==> config.mk <==
export PLATFORM = sky130hd
export DESIGN_NAME = bank_mem_selftest
export DESIGN_NICKNAME = d
export VERILOG_FILES = /design/src/rtl/bank_mem_selftest_pkg.sv /design/src/rtl/bank_mem_addr_gen.sv /design/src/rtl/bank_mem_cmp.sv /design/src/rtl/bank_mem_selftest.sv
export SDC_FILE = /design/constraint.sdc
export NUM_CORES = 1
export LEC_CHECK = 0
export BUFFER_PORTS_ARGS = -buffer_cell sky130_fd_sc_hd__buf_2
export CORE_MARGIN = 8
export CORE_UTILIZATION = 38
export CTS_CLUSTER_SIZE = 14
export DETAILED_ROUTE_END_ITERATION = 10
export PLACE_DENSITY = 0.7
export SLEW_MARGIN = 25
export SYNTH_ARGS = -nofsm -noshare
export SYNTH_HDL_FRONTEND = slang
export SYNTH_SLANG_ARGS = --single-unit
==> constraint.sdc <==
create_clock -name clk_i -period 2.6 [get_ports clk_i]
set_input_delay 0.39 -clock clk_i [delete_from_list [all_inputs] [get_ports clk_i]]
set_output_delay 0.39 -clock clk_i [all_outputs]
set_load 0.03 [all_outputs]
==> src/rtl/bank_mem_selftest_pkg.sv <==
package bank_mem_selftest_pkg;
  typedef enum logic [1:0] {PH_PAT_WR, PH_PAT_RD, PH_ZER_WR, PH_ZER_RD} phase_e;
  typedef enum logic [1:0] {ST_IDLE, ST_SEL, ST_RUN, ST_DRAIN} state_e;

  localparam logic [31:0] BANK_STRIDE = 32'h1000;

  function automatic logic [15:0] pat_word(input logic [31:0] bank, input logic [31:0] off);
    logic [31:0] sum;
    sum = bank * BANK_STRIDE + off;
    return sum[15:0];
  endfunction
endpackage

==> src/rtl/bank_mem_addr_gen.sv <==
module bank_mem_addr_gen #(
  parameter int NUM_BANKS = 8,
  parameter int WIN_WORDS = 4096,
  localparam int BANK_W = (NUM_BANKS > 1) ? $clog2(NUM_BANKS) : 1,
  localparam int OFF_W  = (WIN_WORDS > 1) ? $clog2(WIN_WORDS) : 1
) (
  input  logic              clk_i,
  input  logic              rst_ni,
  input  logic              clr_i,
  input  logic              step_i,
  output logic [BANK_W-1:0] bank_o,
  output logic [OFF_W-1:0]  off_o,
  output logic              last_word_o,
  output logic              last_bank_o
);
  localparam logic [BANK_W-1:0] BANK_MAX = BANK_W'(NUM_BANKS - 1);
  localparam logic [OFF_W-1:0]  OFF_MAX  = OFF_W'(WIN_WORDS - 1);

  logic [BANK_W-1:0] bank_q;
  logic [OFF_W-1:0]  off_q;

  assign last_word_o = (off_q == OFF_MAX);
  assign last_bank_o = (bank_q == BANK_MAX);

  always_ff @(posedge clk_i or negedge rst_ni) begin
    if (!rst_ni) begin
      bank_q <= '0;
      off_q  <= '0;
    end else if (clr_i) begin
      bank_q <= '0;
      off_q  <= '0;
    end else if (step_i) begin
      if (last_word_o) begin
        off_q  <= '0;
        bank_q <= last_bank_o ? '0 : bank_q + 1'b1;
      end else begin
        off_q <= off_q + 1'b1;
      end
    end
  end

  assign bank_o = bank_q;
  assign off_o  = off_q;
endmodule

==> src/rtl/bank_mem_cmp.sv <==
module bank_mem_cmp #(
  parameter int BANK_W = 3,
  parameter int OFF_W  = 12
) (
  input  logic              clk_i,
  input  logic              rst_ni,
  input  logic              clr_i,
  input  logic              issue_i,
  input  logic [15:0]       exp_i,
  input  logic [BANK_W-1:0] bank_i,
  input  logic [OFF_W-1:0]  off_i,
  input  logic [15:0]       rdata_i,
  output logic              mis_o,
  output logic [BANK_W-1:0] fail_bank_o,
  output logic [OFF_W-1:0]  fail_off_o,
  output logic [15:0]       fail_obs_o,
  output logic [15:0]       fail_exp_o
);
  // one-cycle read latency: tag travels with the request
  logic              vld_q, hit_q;
  logic [15:0]       exp_q;
  logic [BANK_W-1:0] bank_q;
  logic [OFF_W-1:0]  off_q;

  assign mis_o = vld_q && (rdata_i != exp_q);

  always_ff @(posedge clk_i or negedge rst_ni) begin
    if (!rst_ni) begin
      vld_q  <= 1'b0;
      exp_q  <= '0;
      bank_q <= '0;
      off_q  <= '0;
    end else begin
      vld_q <= issue_i && !clr_i;
      if (issue_i) begin
        exp_q  <= exp_i;
        bank_q <= bank_i;
        off_q  <= off_i;
      end
    end
  end

  always_ff @(posedge clk_i or negedge rst_ni) begin
    if (!rst_ni) begin
      hit_q       <= 1'b0;
      fail_bank_o <= '0;
      fail_off_o  <= '0;
      fail_obs_o  <= '0;
      fail_exp_o  <= '0;
    end else if (clr_i) begin
      hit_q       <= 1'b0;
      fail_bank_o <= '0;
      fail_off_o  <= '0;
      fail_obs_o  <= '0;
      fail_exp_o  <= '0;
    end else if (mis_o && !hit_q) begin
      hit_q       <= 1'b1;
      fail_bank_o <= bank_q;
      fail_off_o  <= off_q;
      fail_obs_o  <= rdata_i;
      fail_exp_o  <= exp_q;
    end
  end
endmodule

==> src/rtl/bank_mem_selftest.sv <==
module bank_mem_selftest
  import bank_mem_selftest_pkg::*;
#(
  parameter int NUM_BANKS = 8,
  parameter int WIN_WORDS = 4096,
  localparam int BANK_W = (NUM_BANKS > 1) ? $clog2(NUM_BANKS) : 1,
  localparam int OFF_W  = (WIN_WORDS > 1) ? $clog2(WIN_WORDS) : 1
) (
  input  logic              clk_i,
  input  logic              rst_ni,
  input  logic              start_i,
  output logic              bank_wr_o,
  output logic [BANK_W:0]   bank_reg_o,
  output logic              mem_req_o,
  output logic              mem_we_o,
  output logic [OFF_W-1:0]  mem_addr_o,
  output logic [15:0]       mem_wdata_o,
  input  logic [15:0]       mem_rdata_i,
  output logic              busy_o,
  output logic              done_o,
  output logic              pass_o,
  output logic              fail_o,
  output logic [BANK_W-1:0] fail_bank_o,
  output logic [OFF_W-1:0]  fail_off_o,
  output logic [15:0]       fail_obs_o,
  output logic [15:0]       fail_exp_o
);
  state_e state_q;
  phase_e phase_q;
  logic   done_q, pass_q, fail_q;

  logic              start_ok, run, wr_phase, zero_phase, mis;
  logic [BANK_W-1:0] bank;
  logic [OFF_W-1:0]  off;
  logic              last_word, last_bank;
  logic [15:0]       exp_word;

  assign start_ok   = (state_q == ST_IDLE) && start_i;
  assign run        = (state_q == ST_RUN);
  assign wr_phase   = (phase_q == PH_PAT_WR) || (phase_q == PH_ZER_WR);
  assign zero_phase = (phase_q == PH_ZER_WR) || (phase_q == PH_ZER_RD);
  assign exp_word   = zero_phase ? 16'h0000 : pat_word(32'(bank), 32'(off));

  bank_mem_addr_gen #(
    .NUM_BANKS (NUM_BANKS),
    .WIN_WORDS (WIN_WORDS)
  ) u_addr (
    .clk_i       (clk_i),
    .rst_ni      (rst_ni),
    .clr_i       (start_ok),
    .step_i      (run),
    .bank_o      (bank),
    .off_o       (off),
    .last_word_o (last_word),
    .last_bank_o (last_bank)
  );

  bank_mem_cmp #(
    .BANK_W (BANK_W),
    .OFF_W  (OFF_W)
  ) u_cmp (
    .clk_i       (clk_i),
    .rst_ni      (rst_ni),
    .clr_i       (start_ok),
    .issue_i     (run && !wr_phase && !mis),
    .exp_i       (exp_word),
    .bank_i      (bank),
    .off_i       (off),
    .rdata_i     (mem_rdata_i),
    .mis_o       (mis),
    .fail_bank_o (fail_bank_o),
    .fail_off_o  (fail_off_o),
    .fail_obs_o  (fail_obs_o),
    .fail_exp_o  (fail_exp_o)
  );

  always_ff @(posedge clk_i or negedge rst_ni) begin
    if (!rst_ni) begin
      state_q <= ST_IDLE;
      phase_q <= PH_PAT_WR;
      done_q  <= 1'b0;
      pass_q  <= 1'b0;
      fail_q  <= 1'b0;
    end else begin
      done_q <= 1'b0;
      unique case (state_q)
        ST_IDLE: if (start_i) begin
          state_q <= ST_SEL;
          phase_q <= PH_PAT_WR;
          pass_q  <= 1'b0;
          fail_q  <= 1'b0;
        end
        ST_SEL: state_q <= ST_RUN;
        ST_RUN: if (last_word) begin
          if (last_bank) begin
            phase_q <= phase_e'(phase_q + 2'd1);
            state_q <= (phase_q == PH_ZER_RD) ? ST_DRAIN : ST_SEL;
          end else begin
            state_q <= ST_SEL;
          end
        end
        ST_DRAIN: begin
          state_q <= ST_IDLE;
          done_q  <= 1'b1;
          pass_q  <= 1'b1;
        end
        default: state_q <= ST_IDLE;
      endcase
      // first mismatch aborts the run from any active state
      if (mis && state_q != ST_IDLE) begin
        state_q <= ST_IDLE;
        done_q  <= 1'b1;
        pass_q  <= 1'b0;
        fail_q  <= 1'b1;
      end
    end
  end

  assign bank_wr_o   = (state_q == ST_SEL);
  assign bank_reg_o  = {bank_wr_o, bank};
  assign mem_req_o   = run;
  assign mem_we_o    = run && wr_phase;
  assign mem_addr_o  = off;
  assign mem_wdata_o = exp_word;
  assign busy_o      = (state_q != ST_IDLE);
  assign done_o      = done_q;
  assign pass_o      = pass_q;
  assign fail_o      = fail_q;
endmodule

==> results.yml, run 1 <==
clocking:
  cts.reportedPaths.clkPinSlew_ps: 70
  post_cts.repair.setup_buffers: 0
  cts_htree_levels: 3
  clock-root-buffer: "clkbuf_16"
  cts-hold-fix-buffers: 0
  clock_sinks: 100
  cts_resized: 0
  clock_latency_ps: 340
  cts_tree: "built"
  cts_max_path_buffers: 2
  cts-buffers-inserted: 9
grt:
  grt_use_total_pct: 16.08
  first_global_vias: 3779
  grt_first_pass_wirelength_um: 20360
  grt_antenna_before_repair: 0
  grt_start_max_net_pins: 55
  gr-total-overflow: 0
place:
  place.gp.congestion: 0.8129
  hpwl_um: 9072
  place_ws_ps: 316.6
  port_buffers: 102
critical_path:
  critical-path-slowest-cell: "dfrtp_1"
  timing_worst_setup_path_type: "reg2out"
  timing.critical_path.required_ps: 2210
  critical_path_cell_list: "ha_1 > nor2_1 > and2_1 > buf_2"
  crit_path_start_kind: "flip-flop"
  cp_data_arrival_time_ps: 1980
  crit_path_max_fanout: 16
  crit_path_max_incr_delay_ps: 590
  critPathCaptureType: "primary output"
power_and_ir_drop:
  power_density_nw_per_um2: 892.9
  power.total_mw: 4.994
  power.share.switching_pct: 38.67
  p_seq_share_pct: 40.6
  internal_power_mw: 3.063
  p_sw_mw: 1.931
  leak_pwr_nw: 2.854
  irDropWorstVdd_uv: 445.4
  comb_power_share_pct: 33.7
  share_clk_of_total_power_pct: 25.8
yosys:
  ys_types: 43
  number_of_warnings_reported_in_the_yosys_synthesis_log: 0
  synth_top_cell_area_share_pct: 53.97
  syn_area_um2: 4637
  synth_largest_area_cell: "dfrtp_1"
  post_synth.cell_area_avg_um2: 10.47
  yosys-top-cells-area: "dfrtp_1, mux2_1, o21ai_0"
  postSynthCellCount: 443
  ys_seq_elements: 100
  seq_area_frac_synth_pct: 53.97
final_layout:
  drive_gt1_share_pct: 25.93
  design.final.nets: 560
  syn_to_final_growth_pct: 20.62
  most_frequent_cells_in_the_layout: "buf_2, dfrtp_1, o21ai_0, nand3_1, a21oi_1"
  antenna_cells_inserted: 0
  layout.cells.most_common: "buf_2"
  final_util_pct: 46.76
  filler_cell_count: 1119
sta:
  setup_total_negative_slack_ps: 0
  period_needed_ps: 2369
  unrepaired_setup_endpoints_after_global_routing: "no"
  final.setup.worst_slack_ps: 231.2
  hold_violations: 0
  setup_viol_count_final: 0
  relSlewSlack_pct: 52.62
  fin_worst_skew_ps: 9.406
  timing.final.crit_share_pct: 91.11
  drv_slew: 0
  fmax_ghz: 0.4222
  max_slew.worst_pin.slew_ps: 710.7
run_status:
  outcome: "finished, final reports clean"
floorplan:
  num_rows: 40
  floorplan.initialDensity_pct: 38.77
  ios: 105
  floorplan.die.width_um: 126.5
  dieArea_um2: 15990
  die_height_um: 126.5
  core_area_um2: 11960
route:
  detail_route.iter0.violations: 282
  post-route-drc-count: 0
  route.antenna.remaining_nets: 0
  final_wirelength_um: 12740
  route.vias.total: 3759
  detail_route.vias_per_cell: 5.472
  post_drt_wl_per_cell_um: 18.54
  dr.pass1.iters: 4
worst_hold_path:
  worst_min_delay_path_class: "in2async"
job:
  max_cap_viol_count: 0
through the flow:
| step | instances | cell area, um2 | hold slack, ps |
|---|---|---|---|
| 3_3_place_gp | 671 | 5303 | 467.8 |
| 6_report | 687 | 5593 | 109.3 |
| 3_5_place_dp | 671 | 5303 | 474.2 |
| 4_1_cts | 687 | 5593 | 118.3 |
| 5_1_grt | 687 | 5593 | 154.8 |
| 2_1_floorplan | 444 | 4641 | 94.41 |
worst max-delay path: cells and delay by family (launching register included):
kind,cells,cell delay [ps]
fa+ha+maj,1,320
buf+inv,1,230
flops,1,590
simple gates,2,500
final timing paths:
kind	cells past startpoint	end	slack, ps	start
hold / removal	1	u_cmp.fail_exp_o[1]	110	rst_ni
hold reg to reg	1	u_cmp.off_q[3]	490	u_cmp.off_q[3]
min in group clk_i	3	u_cmp.fail_obs_o[1]	310	mem_rdata_i[1]
setup reg to reg	6	state_q[0]	370	u_cmp.exp_q[1]
setup / recovery	4	mem_wdata_o[9]	230	phase_q[1]
max in group asynchronous	2	u_cmp.fail_obs_o[11]	1800	rst_ni
synthesized netlist by cell type, drive strengths merged:
library cell and n:
mux2 32, and3 3, o21a 1, nand3 52, o21bai 1, a32o 2, nand2 10, inv 5
or2 1, nor3b 1, clkinv 1, dfrtp 100, o21ai 61, conb 1, o31ai 1, xor2 16
maj3 1, nand2b 4, and2 4, ha 6, a22o 3, or4 1, nor2b 13, nor4 5
xnor2 2, buf 12, nor2 18, o41ai 3, a31oi 2, clkbuf 23, and4 1, mux2i 2
nand4 3, a21oi 52
per-layer routing:
layer  global-route usage (%)  share of wire (%)
met1                    20.49                 44
met4                    5.379                1.1
met2                    25.28                 48
met3                    5.111                6.9
met5                        0                  0
logic make-up after synthesis:
logic type / after synthesis / share of synthesized area, %
AOI/OAI and AO/OA: 126 / 15.00
xor gates and xnor gates: 18 / 3.400
adders and majority gates: 7 / 1.835
buffers and inverters: 41 / 4.371
DFF: 100 / 53.97
muxes: 34 / 8.203
other: 1 / 0.08087
and+or+nand+nor: 116 / 13.14
cell type report:
class / instances / area (um2) / area share [%]
multi-input cells: 303 / 1958 / 35.01
clock inverters: 3 / 20.02 / 0.3579
clock buffers: 13 / 270.3 / 4.832
flip-flops and latches: 100 / 2502 / 44.74
well taps: 147 / 183.9 / 3.289
inverters: 6 / 22.52 / 0.4027
repair buffers: 115 / 635.6 / 11.36
flip-flops by register name (all words and copies together) (netlist names):
name,flops
u_cmp.fail_obs_o,16
u_cmp.exp_q,15
u_addr.off_o,12
u_cmp.off_q,12
u_addr.bank_o,3
phase_q,2
done_o,1
u_cmp.hit_q,1
fail_o,1
u_cmp.vld_q,1
state_q,2
u_cmp.fail_off_o,12
pass_o,1
u_cmp.bank_q,3
u_cmp.fail_bank_o,3
u_cmp.fail_exp_o,15
power groups by stage:
stage	clock network (mW)	logic [mW]	registers (mW)
2_1_floorplan	0	0.818	2.37
3_3_place_gp	0	1.66	2.04
3_5_place_dp	0	1.69	2.06
4_1_cts	1.31	1.70	2.03
5_1_grt	1.38	1.82	2.07
6_report	1.29	1.68	2.03
No activity file was read; power rests on OpenSTA's default activity.
==> run 2: changes to the inputs <==
ABC_AREA = 1   (was not set)
PLACE_DENSITY = 0.69   (was 0.7)
SETUP_SLACK_MARGIN = 0.3   (was not set)
==> run 2 against run 1 <==
Against the previous run:
- via count rose by 14%
- clock power rose by 4%
- highest routed layer unchanged
- non-clock buffer count fell by 5
- synthesized cell count rose by 47%
- critical path type unchanged
- setup slack improved by 160 ps
- first-iteration DRC count rose by 23%
- register-to-register slack improved by 310 ps
- critical endpoint is now mem_wdata_o[5]
- combinational power rose by 67%
- global-route usage rose by 0.34 points
==> results.yml, run 2 <==
run_status:
  outcome: "finished, final reports clean"
yosys:
  post_synth.cell_area_avg_um2: 7.584
  postSynthCellCount: 653
  ys_types: 29
  synth.top_cells.by_count: "nand2_1, dfrtp_1, nor2_1"
  ys_seq_elements: 100
  yosys-top-cells-area: "dfrtp_1, nand2_1, nor2_1"
  synth.most_common_cell: "nand2_1"
  number_of_enable_flip_flop_cells_after_synthesis: 0
  synthArstFlopShare_pct: 100.0
  synth_largest_area_cell: "dfrtp_1"
  syn_area_um2: 4952
  synth_top_cell_area_share_pct: 50.53
  seq_area_frac_synth_pct: 50.53
  number_of_warnings_reported_in_the_yosys_synthesis_log: 0
  dominantRegCellSynth: "dfrtp_1"
sta:
  final.hold.worst_slack_ps: 119.4
  relSlewSlack_pct: 48.59
  fin_worst_skew_ps: 7.476
  period_needed_ps: 2208
  setup_total_negative_slack_ps: 0
  timing.final.crit_share_pct: 84.93
  unrepaired_setup_endpoints_after_global_routing: "no"
  hold_violations: 0
  setup_viol_count_final: 0
  final.setup.worst_slack_ps: 391.8
  max_slew.worst_pin.slew_ps: 771.1
  drv_slew: 0
  fmax_ghz: 0.4528
final_layout:
  post-route-cell-area_um2: 5831
  design.final.nets: 771
  final_util_pct: 46.02
  top_registers: "u_cmp.fail_obs_o (16), u_cmp.exp_q (15), u_cmp.fail_exp_o (15)"
  antenna_cells_inserted: 0
  most_frequent_cells_in_the_layout: "nand2_1, buf_2, dfrtp_1, nor2_1, inv_1"
  drive_gt1_share_pct: 20.24
  syn_to_final_growth_pct: 17.74
  final-instance-count-excl-fill: 923
  largest_register_ffs: 16
  registers.top_by_ff_count: "u_cmp.fail_obs_o"
  layout.cells.most_common: "nand2_1"
power_and_ir_drop:
  irDropWorstVdd_uv: 631.7
  leak_pwr_nw: 3.328
  power.total_mw: 6.392
  power.share.switching_pct: 45.97
  p_seq_share_pct: 35.2
  share_clk_of_total_power_pct: 21.0
  comb_power_share_pct: 43.8
  power_density_nw_per_um2: 1096
  p_sw_mw: 2.939
  internal_power_mw: 3.453
route:
  post-route-drc-count: 0
  dr.pass1.iters: 5
  route.vias.total: 4302
  post_drt_wl_per_cell_um: 14.81
  detail_route.vias_per_cell: 4.661
  route.antenna.remaining_nets: 0
  detail_route.iter0.violations: 348
  final_wirelength_um: 13670
critical_path:
  crit_path_max_fanout: 15
  timing.critical_path.required_ps: 2210
  cp_data_arrival_time_ps: 1820
  crit_path_start_kind: "flip-flop"
  critPathCaptureType: "primary output"
  reg2reg_depth: 12
  timing_worst_setup_path_type: "reg2out"
floorplan:
  floorplan.die.width_um: 130.2
  ios: 105
  floorplan.initialDensity_pct: 39.08
  num_rows: 41
  die_height_um: 130.2
  dieArea_um2: 16940
  core_area_um2: 12670
clocking:
  clock-root-buffer: "clkbuf_16"
  cts.reportedPaths.clkPinSlew_ps: 70
  cts_max_path_buffers: 2
  clock_sinks: 100
  cts-buffers-inserted: 9
  clock_latency_ps: 340
  cts_tree: "built"
  cts_htree_levels: 3
  cts-hold-fix-buffers: 0
grt:
  gr-total-overflow: 0
  grt_start_max_net_pins: 58
  first_global_vias: 4151
  grt_antenna_before_repair: 0
  grt_use_total_pct: 16.42
  grt_first_pass_wirelength_um: 21710
place:
  port_buffers: 102
  dpl-instance-area_um2: 5535
  place_ws_ps: 606.5
  numPlacedInstances: 907
  place.gp.congestion: 0.8483
  hpwl_um: 9915
worst_hold_path:
  worst_min_delay_path_class: "in2async"
job:
  max_cap_viol_count: 0
## run 2: changes by cell type after synthesis, moves of 11 or more
cell	previous run	this run
a21oi_1	51	11
clkbuf_1	19	7
inv_1	5	70
inv_2	0	11
mux2_1	30	0
nand2_1	10	237
nor2_1	17	84
nor2b_1	13	0
o21ai_0	61	7
o21ai_1	0	20
xor2_1	16	1
## run 2: cells by family (layout without fill, tap and decap cells)
logic type	after synthesis	count (layout)	synth area share [%]
adder cells (fa/ha/maj)	6	6	1.516
XOR/XNOR	1	1	0.1769
other	1	2	0.07572
buffers and inverters	112	209	10.91
AND/OR/NAND/NOR	393	393	32.59
flip-flops	100	100	50.53
AO/OA/AOI/OAI	40	40	4.194
## run 2: power by group through the flow
stage | clock network, mW | registers [mW] | logic [mW]
2_1_floorplan | 0 | 2.72 | 1.65
3_3_place_gp | 0 | 2.27 | 2.81
3_5_place_dp | 0 | 2.28 | 2.83
4_1_cts | 1.36 | 2.25 | 2.85
5_1_grt | 1.41 | 2.31 | 3.11
6_report | 1.34 | 2.25 | 2.80
## run 2: path summary, 6_finish.rpt
path	slack, ps	end	startpoint
min in group clk_i	380	state_q[1]	start_i
worst min-delay path	120	u_cmp.bank_q[0]	rst_ni
max in group asynchronous	1700	u_cmp.bank_q[2]	rst_ni
worst min register to register	490	u_cmp.off_q[11]	u_cmp.off_q[11]
worst max register to register	680	u_cmp.exp_q[3]	u_cmp.exp_q[13]
worst max-delay path	390	mem_wdata_o[5]	phase_q[1]
## run 2: final cells by class
type	instances	area, um2
Fill cell	1333	6840
Clock inverter	6	65.06
Clock buffer	10	229.0
Multi-Input combinational cell	442	1916
Tap cell	172	215.2
Timing Repair Buffer	110	585.6
Inverter	83	316.6
Sequential cell	100	2504
## run 2: routing by layer
metal	up-vias	GRT usage, %	wire length (um)
li1	2168	-	-
met3	8	3.672	930
met1	2012	22.42	6277
met2	114	26.23	6369
met5	-	0	0
met4	0	3.142	92
## run 2: repair_timing
action	CTS	global route
endpoints found under the setup margin	0	4
endpoints found under the hold margin	0	0
setup buffers	0	0
resized for setup	0	1
## run 2: critical path, cell delays in order, from the launching register on
cell,delay [ps]
dfrtp_2,530
ha_1,270
nor2_1,90
inv_1,90
nor2_1,240
buf_2,260
==> run 3: changes to the inputs <==
PLACE_DENSITY = 0.71   (was 0.69)
clock period = 1.86 ns   (was 2.6 ns; I/O delays follow)
==> run 3 against run 2 <==
Against the previous run:
- the run now ends with setup timing left
- critical path depth rose by 8
- wire length rose by 45%
- first-iteration DRC count rose by 20%
- core utilization rose by 21 points
- non-clock buffer count rose by 88
- count of clock-buffer cells in the layout did not move
- sequential cell count did not move
- total power rose by 110%
- global-route usage rose by 4.6 points
- clock skew rose by 3.5 ps
- clock power rose by 53%
- critical endpoint is now u_cmp.bank_q[0]
- largest power group unchanged
==> results.yml, run 3 (synthesized netlist as in run 2, its figures left out) <==
critical_path:
  crit_path_max_incr_delay_ps: 420
  crit_path_start_kind: "flip-flop"
  reg2reg_depth: 13
  critical-path-slowest-cell: "dfrtp_1"
  timing_worst_setup_path_type: "reg2reg"
  timing.critical_path.required_ps: 2130
  cp_data_arrival_time_ps: 2140
  critPathCaptureType: "flip-flop"
  path_common_cell: "nand2_1"
  crit_path_max_fanout: 5
  critical_path_cell_list: "inv_1 > nand2_1 > nand2_1 > nor2_1 > nand2_1 > nor2_2 > nand2_2 > buf_6 > nand2_8 > buf_6 > buf_8 > nand2_8 > o21ai_2"
sta:
  unrepaired_setup_endpoints_after_global_routing: "yes"
  drv_slew: 0
  hold_violations: 0
  fmax_ghz: 0.5370
  timing.final.crit_share_pct: 100.1
  setup_viol_count_final: 3
  fin_worst_skew_ps: 11.00
  final.setup.worst_slack_ps: -2.172
  period_needed_ps: 1862
clocking:
  cts_htree_levels: 3
  clock_sinks: 100
  clock-root-buffer: "clkbuf_16"
  cts.reportedPaths.clkPinSlew_ps: 80
  cts_tree: "built"
  clock_latency_ps: 360
  cts_max_path_buffers: 2
  cts-buffers-inserted: 9
grt:
  grt_start_max_net_pins: 46
  gr-total-overflow: 0
  grt_antenna_before_repair: 0
  first_global_vias: 5185
  grt_first_pass_wirelength_um: 27280
  grt_use_total_pct: 21.01
floorplan:
  ios: 105
  core_area_um2: 12670
  floorplan.die.width_um: 130.2
  floorplan.initialDensity_pct: 39.08
  die_height_um: 130.2
  num_rows: 41
  dieArea_um2: 16940
power_and_ir_drop:
  p_seq_share_pct: 25.0
  power.total_mw: 13.17
  leak_pwr_nw: 4.430
  internal_power_mw: 7.199
  power.share.switching_pct: 45.33
  comb_power_share_pct: 59.4
  share_clk_of_total_power_pct: 15.6
  irDropWorstVdd_uv: 1119
  p_sw_mw: 5.970
  power_density_nw_per_um2: 1552
job:
  max_cap_viol_count: 0
final_layout:
  design.final.nets: 864
  multi_input_area_um2: 3092
  drive_gt1_share_pct: 55.81
  filler_cell_count: 867
  top_registers: "u_cmp.fail_obs_o (16), u_cmp.exp_q (15), u_cmp.fail_exp_o (15)"
  sequential_cell_area_um2: 2512
  layout.cells.most_common: "nand2_1"
  most_frequent_cells_in_the_layout: "nand2_1, dfrtp_1, buf_2, nand2_2, inv_1"
  syn_to_final_growth_pct: 71.32
  largest_register_ffs: 16
  registers.top_by_ff_count: "u_cmp.fail_obs_o"
  antenna_cells_inserted: 0
place:
  hpwl_um: 10290
  place.gp.congestion: 0.8583
  port_buffers: 102
  place_ws_ps: 138.7
worst_hold_path:
  hold_depth: 3
  worst_min_delay_path_class: "in2reg"
route:
  detail_route.iter0.violations: 417
  dr.pass1.iters: 7
  final_wirelength_um: 19830
  route.antenna.remaining_nets: 0
  post_drt_wl_per_cell_um: 19.52
  route.vias.total: 5286
  detail_route.vias_per_cell: 5.203
  post-route-drc-count: 0
run_status:
  outcome: "complete, but fails checks"
  violations: "setup timing"
-- run 3: cell count changes in the layout (fill, tap and decap cells not counted), moves of 19 or more --
cell,before,now
nand3_2,1,36
nor2_4,1,22
nor2_1,84,56
nand2_1,236,115
buf_6,0,34
nand2_2,5,80
buf_4,8,42
nand3_1,52,14
buf_2,101,82
nand2_4,3,46
-- run 3: path summary, 6_finish.rpt --
check                           slack (ps)                   to                 from
worst min register to register         500  u_cmp.fail_exp_o[3]  u_cmp.fail_exp_o[3]
worst max register to register          -2      u_cmp.bank_q[0]      u_cmp.exp_q[13]
min in group asynchronous              400  u_cmp.fail_off_o[5]               rst_ni
worst max-delay path                    -2      u_cmp.bank_q[0]      u_cmp.exp_q[13]
worst min-delay path                   260           state_q[1]              start_i
max in group asynchronous              860           state_q[1]               rst_ni
-- run 3: metrics by stage --
step	hold slack [ps]	setup TNS, ps	cell area (um2)	instances	utilization, %
after floorplan	-16.59	0	4987	654	-
after global placement	246.9	0	5683	918	44.85
after detailed placement	245.4	0	5683	918	44.85
after CTS	253.4	0	7502	989	59.21
after global routing	273.4	-2926	8484	1016	66.96
final	259.7	-3.287	8484	1016	66.96
-- run 3: area by class of cell --
cell class	instances	share of cell area, %
multi-input combinational	446	36.44
tap	172	2.536
timing repair inverter	1	0.1327
sequential	100	29.61
clock inverter	6	1.047
clock buffer	10	2.699
inverter	83	4.055
timing repair buffer	198	23.48
-- run 3: worst max-delay path: cells and delay by family (launching register included) --
| kind | cells | cell delay [ps] |
|---|---|---|
| flip-flops | 1 | 420 |
| buffers and inverters | 4 | 480 |
| AND/OR/NAND/NOR | 8 | 710 |
| AO/OA/AOI/OAI | 1 | 160 |
-- run 3: timing repair --
item                       in CTS  in global routing
hold endpoints to repair       26                  0
setup buffers                  38                 23
cloned                         16                  4
pin swaps                      48                 79
setup endpoints to repair     107                115
hold buffers                    1                  0
resized for setup             181                225
-- run 3: power by group through the flow --
stage	clock (mW)	combinational, mW	sequential (mW)
6_report	2.05	7.83	3.29
5_1_grt	2.15	8.23	3.34
4_1_cts	2.06	6.43	3.18
3_5_place_dp	0	4.22	3.16
3_3_place_gp	0	4.19	3.14
2_1_floorplan	0	2.35	3.81
-- run 3: metal layers --
layer	part of all wire [%]	vias to the layer above	GRT usage, %	routed length, um
met4	3.8	0	7.650	759
li1	-	2369	-	-
met2	53	244	36.08	10450
met3	6.9	54	5.630	1373
met1	37	2619	24.71	7246
met5	0	-	0	0
